File: src/rtl/rgb_dim_pkg.sv
package rgb_dim_pkg;

    localparam int NCH     = 3;
    localparam int CNT_W   = 10;
    localparam int PAT_W   = 16;
    localparam int CODE_W  = 4;
    localparam int CNT_MAX = (1 << CNT_W) - 1;
    localparam int MAJOR_N = 1 << (CNT_W - 2);

    typedef logic [CNT_W-1:0]  duty_t;
    typedef logic [PAT_W-1:0]  pat_t;
    typedef logic [CODE_W-1:0] code_t;

    typedef struct packed {
        code_t pat_code;
        code_t duty_code;
    } ctrl_t;

    function automatic duty_t duty_lut(input code_t c);
        duty_t d;
        case (c)
            4'd0:  d = duty_t'(0);
            4'd1:  d = duty_t'(1);
            4'd2:  d = duty_t'(2);
            4'd3:  d = duty_t'(4);
            4'd4:  d = duty_t'(6);
            4'd5:  d = duty_t'(10);
            4'd6:  d = duty_t'(16);
            4'd7:  d = duty_t'(25);
            4'd8:  d = duty_t'(40);
            4'd9:  d = duty_t'(64);
            4'd10: d = duty_t'(101);
            4'd11: d = duty_t'(161);
            4'd12: d = duty_t'(256);
            4'd13: d = duty_t'(406);
            4'd14: d = duty_t'(644);
            default: d = duty_t'(1023);
        endcase
        return d;
    endfunction

    function automatic pat_t pat_lut(input code_t c);
        pat_t p;
        case (c)
            4'h0: p = 16'hFFFF;
            4'h1: p = 16'h00FF;
            4'h2: p = 16'h0F0F;
            4'h3: p = 16'h3333;
            4'h4: p = 16'h5555;
            4'h5: p = 16'h000F;
            4'h6: p = 16'h0003;
            4'h7: p = 16'h0001;
            4'h8: p = 16'h0000;
            4'h9: p = 16'hFF00;
            4'hA: p = 16'hF0F0;
            4'hB: p = 16'hCCCC;
            4'hC: p = 16'hAAAA;
            4'hD: p = 16'hFFF0;
            4'hE: p = 16'hFFFC;
            default: p = 16'hFFFE;
        endcase
        return p;
    endfunction

    function automatic pat_t rotl1(input pat_t p);
        return {p[PAT_W-2:0], p[PAT_W-1]};
    endfunction

    function automatic duty_t phase_of(input int idx);
        return duty_t'(((idx * MAJOR_N) / NCH) * 4);
    endfunction

endpackage

File: src/rtl/rgb_load_ctrl.sv
module rgb_load_ctrl
    import rgb_dim_pkg::*;
(
    input  logic  clk,
    input  logic  rst,
    input  logic  load_stb,
    input  ctrl_t ctrl_in  [NCH],
    output logic  apply,
    output ctrl_t ctrl_hold [NCH]
);

    logic pend_q;

    always_ff @(posedge clk) begin
        if (rst) begin
            pend_q <= 1'b0;
            for (int i = 0; i < NCH; i++) ctrl_hold[i] <= '0;
        end else begin
            pend_q <= load_stb;
            if (load_stb) begin
                for (int i = 0; i < NCH; i++) ctrl_hold[i] <= ctrl_in[i];
            end
        end
    end

    assign apply = pend_q;


    apply_src_chk: assert property (@(posedge clk) disable iff (rst)
        apply |-> $past(load_stb));


    hold_keep_chk: assert property (@(posedge clk) disable iff (rst)
        !load_stb |=> $stable(ctrl_hold[0]) && $stable(ctrl_hold[NCH-1]));

endmodule

File: src/rtl/rgb_pattern_reg.sv
module rgb_pattern_reg
    import rgb_dim_pkg::*;
(
    input  logic  clk,
    input  logic  rst,
    input  logic  apply,
    input  logic  tick,
    input  code_t code,
    output logic  gate
);

    pat_t pat_q;

    always_ff @(posedge clk) begin
        if (rst) begin
            pat_q <= '1;
        end else if (apply) begin
            pat_q <= pat_lut(code);
        end else if (tick) begin
            pat_q <= rotl1(pat_q);
        end
    end

    assign gate = pat_q[0];


    rot_step_chk: assert property (@(posedge clk) disable iff (rst)
        (tick && !apply) |=> (pat_q == rotl1($past(pat_q))));


    load_wins_chk: assert property (@(posedge clk) disable iff (rst)
        apply |=> (pat_q == pat_lut($past(code))));

endmodule

File: src/rtl/rgb_pwm_chan.sv
module rgb_pwm_chan
    import rgb_dim_pkg::*;
#(
    parameter duty_t PHASE = '0
) (
    input  logic  clk,
    input  logic  rst,
    input  logic  apply,
    input  code_t code,
    output logic  cmp_on
);

    localparam duty_t TOP = duty_t'(CNT_MAX);

    duty_t cnt_q;
    duty_t duty_nxt_q;
    duty_t duty_act_q;

    always_ff @(posedge clk) begin
        if (rst) begin
            cnt_q      <= PHASE;
            duty_nxt_q <= '0;
            duty_act_q <= '0;
        end else begin
            cnt_q <= (cnt_q == TOP) ? '0 : cnt_q + duty_t'(1);
            if (apply)        duty_nxt_q <= duty_lut(code);
            if (cnt_q == TOP) duty_act_q <= duty_nxt_q;
        end
    end

    assign cmp_on = (cnt_q < duty_act_q);


    cnt_wrap_chk: assert property (@(posedge clk) disable iff (rst)
        (cnt_q == TOP) |=> (cnt_q == '0));


    cnt_step_chk: assert property (@(posedge clk) disable iff (rst)
        (cnt_q != TOP) |=> (cnt_q == $past(cnt_q) + duty_t'(1)));


    duty_hold_chk: assert property (@(posedge clk) disable iff (rst)
        (cnt_q != '0) |-> $stable(duty_act_q));

endmodule

File: src/rtl/rgb_blink_dimmer.sv
module rgb_blink_dimmer
    import rgb_dim_pkg::*;
(
    input  logic       clk,
    input  logic       rst,
    input  logic [7:0] ctrl_r,
    input  logic [7:0] ctrl_g,
    input  logic [7:0] ctrl_b,
    input  logic       load_stb,
    input  logic       tick,
    output logic [2:0] led_out
);

    ctrl_t ctrl_arr  [NCH];
    ctrl_t ctrl_hold [NCH];
    logic  apply;
    logic [NCH-1:0] cmp_on;
    logic [NCH-1:0] gate;

    assign ctrl_arr[0] = ctrl_t'(ctrl_r);
    assign ctrl_arr[1] = ctrl_t'(ctrl_g);
    assign ctrl_arr[2] = ctrl_t'(ctrl_b);

    rgb_load_ctrl u_load (
        .clk       (clk),
        .rst       (rst),
        .load_stb  (load_stb),
        .ctrl_in   (ctrl_arr),
        .apply     (apply),
        .ctrl_hold (ctrl_hold)
    );

    for (genvar i = 0; i < NCH; i++) begin : g_chan
        rgb_pwm_chan #(
            .PHASE (phase_of(i))
        ) u_pwm (
            .clk    (clk),
            .rst    (rst),
            .apply  (apply),
            .code   (ctrl_hold[i].duty_code),
            .cmp_on (cmp_on[i])
        );

        rgb_pattern_reg u_pat (
            .clk   (clk),
            .rst   (rst),
            .apply (apply),
            .tick  (tick),
            .code  (ctrl_hold[i].pat_code),
            .gate  (gate[i])
        );
    end

    assign led_out = cmp_on & gate;


    out_gate_chk: assert property (@(posedge clk) disable iff (rst)
        $countones(led_out) <= $countones(gate));

endmodule

File: config.mk
export PLATFORM = sky130hd
export DESIGN_NAME = rgb_blink_dimmer
export DESIGN_NICKNAME = d
export VERILOG_FILES = /design/src/rtl/rgb_dim_pkg.sv /design/src/rtl/rgb_load_ctrl.sv /design/src/rtl/rgb_pattern_reg.sv /design/src/rtl/rgb_pwm_chan.sv /design/src/rtl/rgb_blink_dimmer.sv
export SDC_FILE = /design/constraint.sdc
export NUM_CORES = 1
export LEC_CHECK = 0
export BUFFER_PORTS_ARGS = -buffer_cell sky130_fd_sc_hd__buf_2
export CAP_MARGIN = 20
export CORE_MARGIN = 4
export CORE_UTILIZATION = 27
export CTS_CLUSTER_DIAMETER = 150
export CTS_CLUSTER_SIZE = 16
export DETAILED_ROUTE_END_ITERATION = 12
export PLACE_DENSITY = 0.44
export SETUP_SLACK_MARGIN = 0.2
export SKIP_LAST_GASP = 1
export SLEW_MARGIN = 25
export SYNTH_ARGS = -nofsm -noshare
export SYNTH_HDL_FRONTEND = slang
export SYNTH_SLANG_ARGS = --single-unit
File: constraint.sdc
create_clock -name clk -period 1.84 [get_ports clk]
set_input_delay 0.092 -clock clk [delete_from_list [all_inputs] [get_ports clk]]
set_output_delay 0.092 -clock clk [all_outputs]
set_load 0.01 [all_outputs]
## Word level (Yosys, flattened, before mapping)

Memories as Yosys holds them, arrays and structs flattened. A register that Yosys moved wholly into a read port is not among the register bits.
Cells that the tools add are included.

- Flip-flop bits (word level): 133
- Memory bits (read-only): 1248
- Input bits: 28
- Word-level logic and storage cells: 52
- Memories kept: 6

Memory list:

| memory | depth | width | read ports | clocked after memory_dff | write ports | RTL line | source |
|---|---|---|---|---|---|---|---|
| (no name shown) | 16 | 16 | 1 | 1 | 0 | rgb_dim_pkg.sv:44 | `case (c)` |
| (no name shown) | 16 | 16 | 1 | 1 | 0 | rgb_dim_pkg.sv:44 |  |
| (no name shown) | 16 | 16 | 1 | 1 | 0 | rgb_dim_pkg.sv:44 |  |
| (no name shown) | 16 | 10 | 1 | 1 | 0 | rgb_dim_pkg.sv:21 | `case (c)` |
| (no name shown) | 16 | 10 | 1 | 1 | 0 | rgb_dim_pkg.sv:21 |  |
| (no name shown) | 16 | 10 | 1 | 1 | 0 | rgb_dim_pkg.sv:21 |  |

- Add/sub/neg operators: 3
- Magnitude comparators: 3
- Eq/ne operators: 3
- Muxes and demuxes: 14
- Bitwise operators: 1
- Reduce and logical (&&, ||, !) cells: 4

Operators with widths:

| operator | number |
|---|---|
| $mux W16 | 6 |
| $add A10 B1 Y10 const B | 3 |
| $eq A10 B10 Y1 const B | 3 |
| $lt A10 B10 Y1 | 3 |
| $mux W4 | 6 |
| $mux W10 | 1 |
| $mux W9 | 1 |
| $reduce_or A2 Y1 | 3 |
| $and A3 B3 Y3 | 1 |
| $reduce_bool A2 Y1 | 1 |

## Depth between registers and ports, before layout

Gate-level depths: netlist (run 1).

- Word-level depth: 2
- Gate-level depth with buffers: 8
- Mapped depth without buffers: 6

## By module

A second synthesis (run 1) with hierarchy kept.

- Cells, all modules: 1003
- Area, all modules: 9048.7 um^2

By module, submodules not included:

| module | instances | cells an instance | area each (um^2) | sequential area each (um^2) |
|---|---|---|---|---|
| rgb_pwm_chan at g_chan[0].u_pwm | 1 | 193 | 1652.8 | 600.6 |
| rgb_pwm_chan at g_chan[1].u_pwm | 1 | 181 | 1584.0 | 600.6 |
| rgb_pwm_chan at g_chan[2].u_pwm | 1 | 180 | 1580.3 | 600.6 |
| rgb_pattern_reg at g_chan[0].u_pat | 1 | 123 | 1156.1 | 320.3 |
| rgb_pattern_reg at g_chan[2].u_pat | 1 | 122 | 1103.6 | 320.3 |
| rgb_pattern_reg at g_chan[1].u_pat | 1 | 121 | 1051.0 | 320.3 |
| rgb_load_ctrl | 1 | 80 | 902.1 | 500.5 |
| rgb_blink_dimmer | 1 | 3 | 18.8 | 0.0 |

## Worst setup path after synthesis (run 1)

Ideal clock, no wire load.

- Path kind: input -> register
- Start point: input rst
- End point: register with a tool-made name
- Setup time: 0.078 ns
- Arrival time: 1.632 ns
- Data required time: 1.762 ns
- Slack: 0.131 ns
- Stages on the path: 8
- Buffers on the path: 3
- Path through: buf_4 buf_2 buf_2 a21oi_1 inv_1 ha_1 nand2b_1 a32oi_1

RTL lines:

| element | RTL line | source |
|---|---|---|
| from (decl) | rgb_blink_dimmer.sv:5 | `input logic rst,` |

## Worst setup path after layout (run 1)

- Start point: register g_chan[1].u_pwm.duty_act_q[3]
- End point: output led_out[1]

- Longest elaborated chain between the ends: 2

RTL lines:

| element | RTL line | source |
|---|---|---|
| from (decl) | rgb_pwm_chan.sv:17 | `duty_t duty_act_q;` |
| from (signal assigned) | rgb_pwm_chan.sv:27 | `if (cnt_q == TOP) duty_act_q <= duty_nxt_q;` |
| $lt A10 B10 Y1 | rgb_pwm_chan.sv:31 | `assign cmp_on = (cnt_q < duty_act_q);` |
| $and A3 B3 Y3 | rgb_blink_dimmer.sv:54 | `assign led_out = cmp_on & gate;` |
| to (decl) | rgb_blink_dimmer.sv:11 | `output logic [2:0] led_out` |

Every way passes these cells.

==> run_results.csv, run 1 <==
group,metric,value,unit
clock_tree,cts_tree,"done",
clock_tree,cts-root-buf,"clkbuf_16",
clock_tree,cts_made_buffers,17,
floorplan,chipWidth,203,um
grt,grt_max_degree,83,
route,wirelength,21.5,mm
sta,hold_viol,0,
layout,diodes,0,
status,outcome,"complete, but fails checks",
layout,nets,1232,
grt,busiest_layer,"met2",
power,seqPwrFrac,0.528,
worst_setup_path,r2r-start,"u_load.ctrl_hold[20]$_SDFFE_PP0P_",
grt,grt_usage,0.104,
worst_setup_path,r2r_cells,8,
worst_setup_path,crit_fanout,2,
logic_synthesis,yosys.cell_types.count,58,
power,finalPower,9.44,mW
logic_synthesis,async_flop_share,0,
grt,first_global_vias,7414,
route,via_count,7312,
layout,postLayoutCoreUtil,0.320,
worst_setup_path,crit_start,"g_chan[1].u_pwm.duty_act_q[3]$_SDFFE_PP0N_",
clock_tree,clk_pin_slew,70,ps
sta,tightest_slew,510,ps
place,post-place-ws,14.2,ps
grt,globalRouteMet1Util,0.138,
worst_setup_path,cp-end-kind,"output pin",
sta,maxSlewViolCount,0,
power,ir_worst_vdd,477,uV
worst_hold_path,worstHoldStart,"ctrl_r[4]",
route,post-route-drc-count,0,
logic_synthesis,synthCells,1091,
grt,use_met2,0.180,
power,p_int,7.05,mW
worst_setup_path,startpoint_type,"flip-flop",
power,power.share.switching,0.253,
sta,finClkSkew,22.1,ps
clock_tree,clkLatencyLatePin,500,ps
worst_setup_path,regToRegSetupSlack,290,ps
place,gp_congestion,0.736,
floorplan,die-height,203,um
worst_setup_path,critical_path_arrival,1900,ps
worst_hold_path,hold_path.class,"primary input to flip-flop",
run,drv_cap,0,
grt,grt_pass1_wl,37.0,mm
route,drt_iter0_drc,217,
sta,period_minus_slack,1990,ps
logic_synthesis,synth_ff_type,"dfxtp_1",
logic_synthesis,synth_edf_count,0,
logic_synthesis,synth_seq_cells,211,
layout,area_delta_synth_final,17.3,%
sta,fmax,502,MHz
sta,setup_viol,3,
power,leakagePower,4.31,nW
grt,grt.met3_usage,0.0137,
route,wl_per_cell,13.0,um
grt,antenna_found_initial,0,
logic_synthesis,yosysWarnings,0,
sta,final_min_period_over_clock_period,1.08,
logic_synthesis,yosysSeqAreaShare,0.411,
logic_synthesis,syn_avg_cell_area,9.43,um^2
power,switchingPower,2.39,mW
floorplan,ios,31,
sta,setup_ws,-152,ps
sta,rsz0062_at_grt,"yes",
logic_synthesis,synth_nets,1182,
floorplan,dieArea,41300,um^2
floorplan,row_count,71,
route,viasPerCell,4.42,
clock_tree,clock-sinks,211,
route,detail-route-antenna-nets,0,
worst_setup_path,cp.required,1750,ps
status,violations,"negative setup slack",
place,dp_hpwl,14.5,mm
worst_setup_path,critPathKind,"flip-flop to output pin",
logic_synthesis,syn-cell-area,10300,um^2
grt,overflow,0,
sta,relSlewSlack,0.659,
clock_tree,htreeDepth,1,
power,combPwrFrac,0.117,
layout,drive_gt1_frac,0.209,
floorplan,start_util,0.273,
worst_hold_path,min_path_cells,4,
power,powerDensity,783,nW/um^2
power,clockPowerShare,0.355,
floorplan,core,37700,um^2
route,first_pass_iters,4,
place,port_buffers,30,
clock_tree,cts_buffer_depth,3,
==> final timing paths <==
kind / to
worst min-delay path: flip-flop
worst max-delay path: led_out[1]
worst min register to register: g_chan[0].u_pat.pat_q[0]$_SDFFE_PP1P_
worst max register to register: flip-flop
==> synthesized netlist by cell type (8+ instances only) <==
cell / count / area [um^2]
dfxtp_1: 211 / 4220
mux2i_1: 101 / 1010
nand2_1: 85 / 319
nand2b_1: 81 / 507
nor2_1: 72 / 270
a21oi_1: 63 / 315
ha_1: 63 / 788
inv_1: 53 / 199
mux2_2: 49 / 552
o21ai_0: 42 / 210
xnor2_1: 40 / 350
nand3_1: 27 / 135
buf_2: 26 / 130
clkbuf_1: 21 / 78.8
nor3_1: 14 / 70.1
a21o_1: 10 / 75.1
nand4_1: 10 / 62.6
xor2_1: 10 / 87.6
a22oi_1: 8 / 60.1
==> power groups by stage <==
stage	logic [mW]	registers (mW)	clock network [mW]
global placement	1.05	5.11	0
CTS	1.11	4.99	3.58
floorplan	0.832	5.03	0
global route	1.25	5.03	3.70
detailed placement	1.05	5.11	0
finish	1.11	4.99	3.35
==> area by class of cell <==
type                    count  area, um^2
clock buffers              18         429
clock inverters             2        25.0
fillers                  3924       25600
inverters                  56         210
multi-input cells         764        5750
flip-flops and latches    211        4290
well taps                 511         639
repair buffers             91         724
==> metrics by stage <==
| step | cell area [um^2] | std cells | setup TNS (ps) | hold slack (ps) |
|---|---|---|---|---|
| floorplan | 10300 | 1091 | 0 | 239 |
| global placement | 11100 | 1606 | 0 | 328 |
| detailed placement | 11100 | 1606 | 0 | 337 |
| CTS | 11900 | 1649 | -462 | 55.4 |
| global route | 12100 | 1653 | -711 | 102 |
| finish | 12100 | 1653 | -357 | 79.1 |
==> metal layers <==
layer	share of wire	routed length, um	vias up
met2	0.47	10100	41
met3	0.022	480	28
li1	-	-	3830
met5	0	0	-
met4	0.023	500	0
met1	0.48	10400	3413
==> critical path, stage by stage, from the launching register on <==
cell and delay (ps):
dfxtp_2 340, inv_2 40, ha_4 200, a211o_1 250, o211ai_1 90, o211ai_1 160, a21oi_2 170, buf_2 150
==> layout by cell type (no fill, tap or decap), types with 4 or more instances in the layout <==
| cell type | Yosys | layout |
|---|---|---|
| buf_4 | 3 | 37 |
| dfxtp_2 | 0 | 31 |
| inv_1 | 53 | 44 |
| nand2_1 | 85 | 85 |
| a21oi_1 | 63 | 58 |
| clkbuf_16 | 0 | 17 |
| o211ai_1 | 6 | 6 |
| a22oi_1 | 8 | 8 |
| nor2_2 | 5 | 7 |
| nand3_1 | 27 | 26 |
| a21oi_2 | 0 | 4 |
| inv_2 | 3 | 12 |
| dlygate4sd3_1 | 0 | 19 |
| nand4_1 | 10 | 10 |
| xnor2_1 | 40 | 40 |
| buf_12 | 0 | 5 |
| nor3_1 | 14 | 13 |
| nand4b_1 | 5 | 5 |
| ha_1 | 63 | 50 |
| a32oi_1 | 6 | 6 |
| nand2b_1 | 81 | 80 |
| dfxtp_4 | 0 | 6 |
| mux2_2 | 49 | 49 |
| mux2i_1 | 101 | 101 |
| ha_4 | 0 | 10 |
| o21ai_0 | 42 | 41 |
| a21o_1 | 10 | 10 |
| xor2_1 | 10 | 10 |
| buf_2 | 26 | 29 |
| o22ai_1 | 7 | 7 |
| dfxtp_1 | 211 | 174 |
| nor2_1 | 72 | 70 |
| a31oi_1 | 6 | 6 |
==> cell families (layout without fill, tap and decap cells) <==
kind of cell | Yosys count | after routing | synth area share
flip-flops | 211 | 211 | 0.411
XOR/XNOR | 50 | 50 | 0.0426
multiplexers | 150 | 150 | 0.152
adder cells (fa/ha/maj) | 63 | 63 | 0.0766
AND/OR/NAND/NOR | 331 | 331 | 0.167
buffers and inverters | 116 | 167 | 0.0513
AO/OA/AOI/OAI | 170 | 170 | 0.101
==> what timing repair did <==
action,4_1_cts,5_1_grt
setup endpoints to repair,13,44
setup buffers,4,4
gates resized for setup,47,38
hold buffers,19,0
pin swaps,22,13
hold endpoints to repair,31,0
Note: power is estimated with default switching activity, not from simulation.
==> run 2: changes to the inputs <==
--- a/config.mk
+++ b/config.mk
@@ -8,11 +8,11 @@
 export BUFFER_PORTS_ARGS = -buffer_cell sky130_fd_sc_hd__buf_2
 export CAP_MARGIN = 20
 export CORE_MARGIN = 4
-export CORE_UTILIZATION = 27
+export CORE_UTILIZATION = 61
 export CTS_CLUSTER_DIAMETER = 150
 export CTS_CLUSTER_SIZE = 16
 export DETAILED_ROUTE_END_ITERATION = 12
-export PLACE_DENSITY = 0.44
+export PLACE_DENSITY = 0.81
 export SETUP_SLACK_MARGIN = 0.2
 export SKIP_LAST_GASP = 1
 export SLEW_MARGIN = 25
==> run_results.csv, run 2 (synthesized netlist as in run 1, its figures left out) <==
group,metric,value,unit
route,via_count,7477,
floorplan,ios,31,
sta,fmax,521,MHz
layout,nets,1229,
layout,mostFrequentLayoutCell,"dfxtp_1",
route,post-route-drc-count,0,
worst_setup_path,startpoint_type,"flip-flop",
route,drt_iter0_drc,426,
worst_setup_path,critPathKind,"flip-flop to output pin",
floorplan,row_count,47,
worst_setup_path,r2r_cells,6,
power,powerDensity,802,nW/um^2
clock_tree,cts_made_buffers,17,
run,drv_cap,0,
place,dp_hpwl,12.9,mm
grt,first_global_vias,7232,
sta,setup_ws,-80.7,ps
route,viasPerCell,5.51,
worst_hold_path,hold_path.class,"primary input to flip-flop",
sta,hold_viol,0,
clock_tree,cts_tree,"done",
floorplan,start_util,0.620,
route,first_pass_iters,5,
grt,overflow,0,
sta,rsz0062_at_grt,"yes",
floorplan,die-height,138,um
route,detail-route-antenna-nets,0,
worst_setup_path,crit_fanout,2,
worst_setup_path,cp.required,1750,ps
grt,antenna_found_initial,0,
sta,final_min_period_over_clock_period,1.04,
worst_setup_path,r2r-start,"g_chan[2].u_pwm.cnt_q[0]$_SDFF_PP0_",
layout,final_cell_mix,"dfxtp_1 (178), mux2i_1 (100), nand2_1 (85)",
worst_setup_path,cp-end-kind,"output pin",
place,gp_congestion,0.882,
power,ir_worst_vdd,692,uV
worst_hold_path,worstHoldStart,"rst",
route,wl_per_cell,14.4,um
sta,finClkSkew,24.4,ps
sta,relSlewSlack,0.571,
sta,tightest_slew,641,ps
route,wirelength,19.6,mm
sta,setup_viol,3,
worst_setup_path,regToRegSetupSlack,260,ps
clock_tree,cts_buffer_depth,3,
clock_tree,cts-root-buf,"clkbuf_16",
place,port_buffers,30,
status,outcome,"complete, but fails checks",
floorplan,dieArea,19000,um^2
status,violations,"negative setup slack",
worst_setup_path,crit_start,"g_chan[1].u_pwm.cnt_q[3]$_SDFF_PP0_",
sta,hold_slack,38.3,ps
sta,maxSlewViolCount,0,
layout,diodes,0,
worst_setup_path,crit_end,"led_out[1]",
worst_setup_path,critical_path_arrival,1830,ps
layout,area_delta_synth_final,12.5,%
floorplan,core,16600,um^2
clock_tree,clk_pin_slew,70,ps
clock_tree,htreeDepth,1,
clock_tree,clkLatencyLatePin,480,ps
clock_tree,clock-sinks,211,
sta,period_minus_slack,1920,ps
grt,grt_max_degree,58,
worst_setup_path,r2r_end,"g_chan[2].u_pwm.duty_act_q[9]$_SDFFE_PP0N_",
layout,drive_gt1_frac,0.196,
power,leakagePower,4.28,nW
sta,setup_tns,-185,ps
grt,grt_usage,0.209,
grt,grt_pass1_wl,33.4,mm
layout,fillers,1254,
floorplan,chipWidth,138,um
-- run 2: cell types whose count changed in the layout (fill, tap and decap cells not counted), sizes merged --
| cell | before | now |
|---|---|---|
| buf | 72 | 69 |
| inv | 57 | 56 |
-- run 2: critical path, cell delays in order, from the launching register on --
cell and delay [ps]:
dfxtp_2 340, ha_4 230, a211o_1 240, o211ai_1 80, o211ai_1 110, a21oi_1 180, buf_2 160
-- run 2: worst min path at each step --
stage / to / slack, ps / depth (start not counted)
floorplan: u_load.ctrl_hold[16]$_SDFFE_PP0P_ / 240 / 2
global route: u_load.ctrl_hold[4]$_SDFFE_PP0P_ / 70 / 2
finish: u_load.ctrl_hold[4]$_SDFFE_PP0P_ / 40 / 2
CTS: u_load.ctrl_hold[4]$_SDFFE_PP0P_ / 20 / 2
detailed placement: u_load.ctrl_hold[1]$_SDFFE_PP0P_ / 340 / 3
global placement: u_load.ctrl_hold[16]$_SDFFE_PP0P_ / 330 / 3
-- run 2: cell type report --
class                           instances  area (um^2)  share of cell area
Tap cell                              220          275              0.0238
Inverter                               56          210              0.0182
Multi-Input combinational cell        764         5700               0.492
Clock inverter                          1         16.3             0.00140
Clock buffer                           18          429              0.0371
Timing Repair Buffer                   88          673              0.0581
Sequential cell                       211         4280               0.369
-- run 2: through the flow --
step / worst slack [ps] / instances / power (mW) / area, um^2 / utilization
after CTS: -96.9 / 1358 / 9.36 / 11500 / 0.696
after detailed placement: 70.8 / 1313 / 6.12 / 10700 / 0.644
final: -80.7 / 1358 / 9.28 / 11600 / 0.698
after global placement: 140 / 1313 / 6.08 / 10700 / 0.644
after floorplan: 146 / 1091 / 5.86 / 10300 / -
after global routing: -223 / 1358 / 9.68 / 11600 / 0.698
-- run 2: power breakdown --
| group | total, mW | switching [mW] | internal [mW] |
|---|---|---|---|
| logic | 1.08 | 0.549 | 0.536 |
| clock network | 3.20 | 1.54 | 1.66 |
| registers | 4.99 | 0.167 | 4.83 |
-- run 2: layer usage --
metal  wire length [um]  vias to the layer above  global-route usage  part of all wire
met4                523                        0              0.0675             0.027
li1                   -                     3827                   -                 -
met3                541                       40              0.0254             0.028
met1               8910                     3496               0.276              0.46
met2               9590                      114               0.357              0.49
met5                  0                        -                   0                 0
-- run 2: repair_timing --
action	CTS	global route
hold buffers	19	0
buffers inserted	7	0
endpoints found under the hold margin	20	0
pin swaps	20	2
setup endpoints to repair	5	37
gates resized for setup	52	15
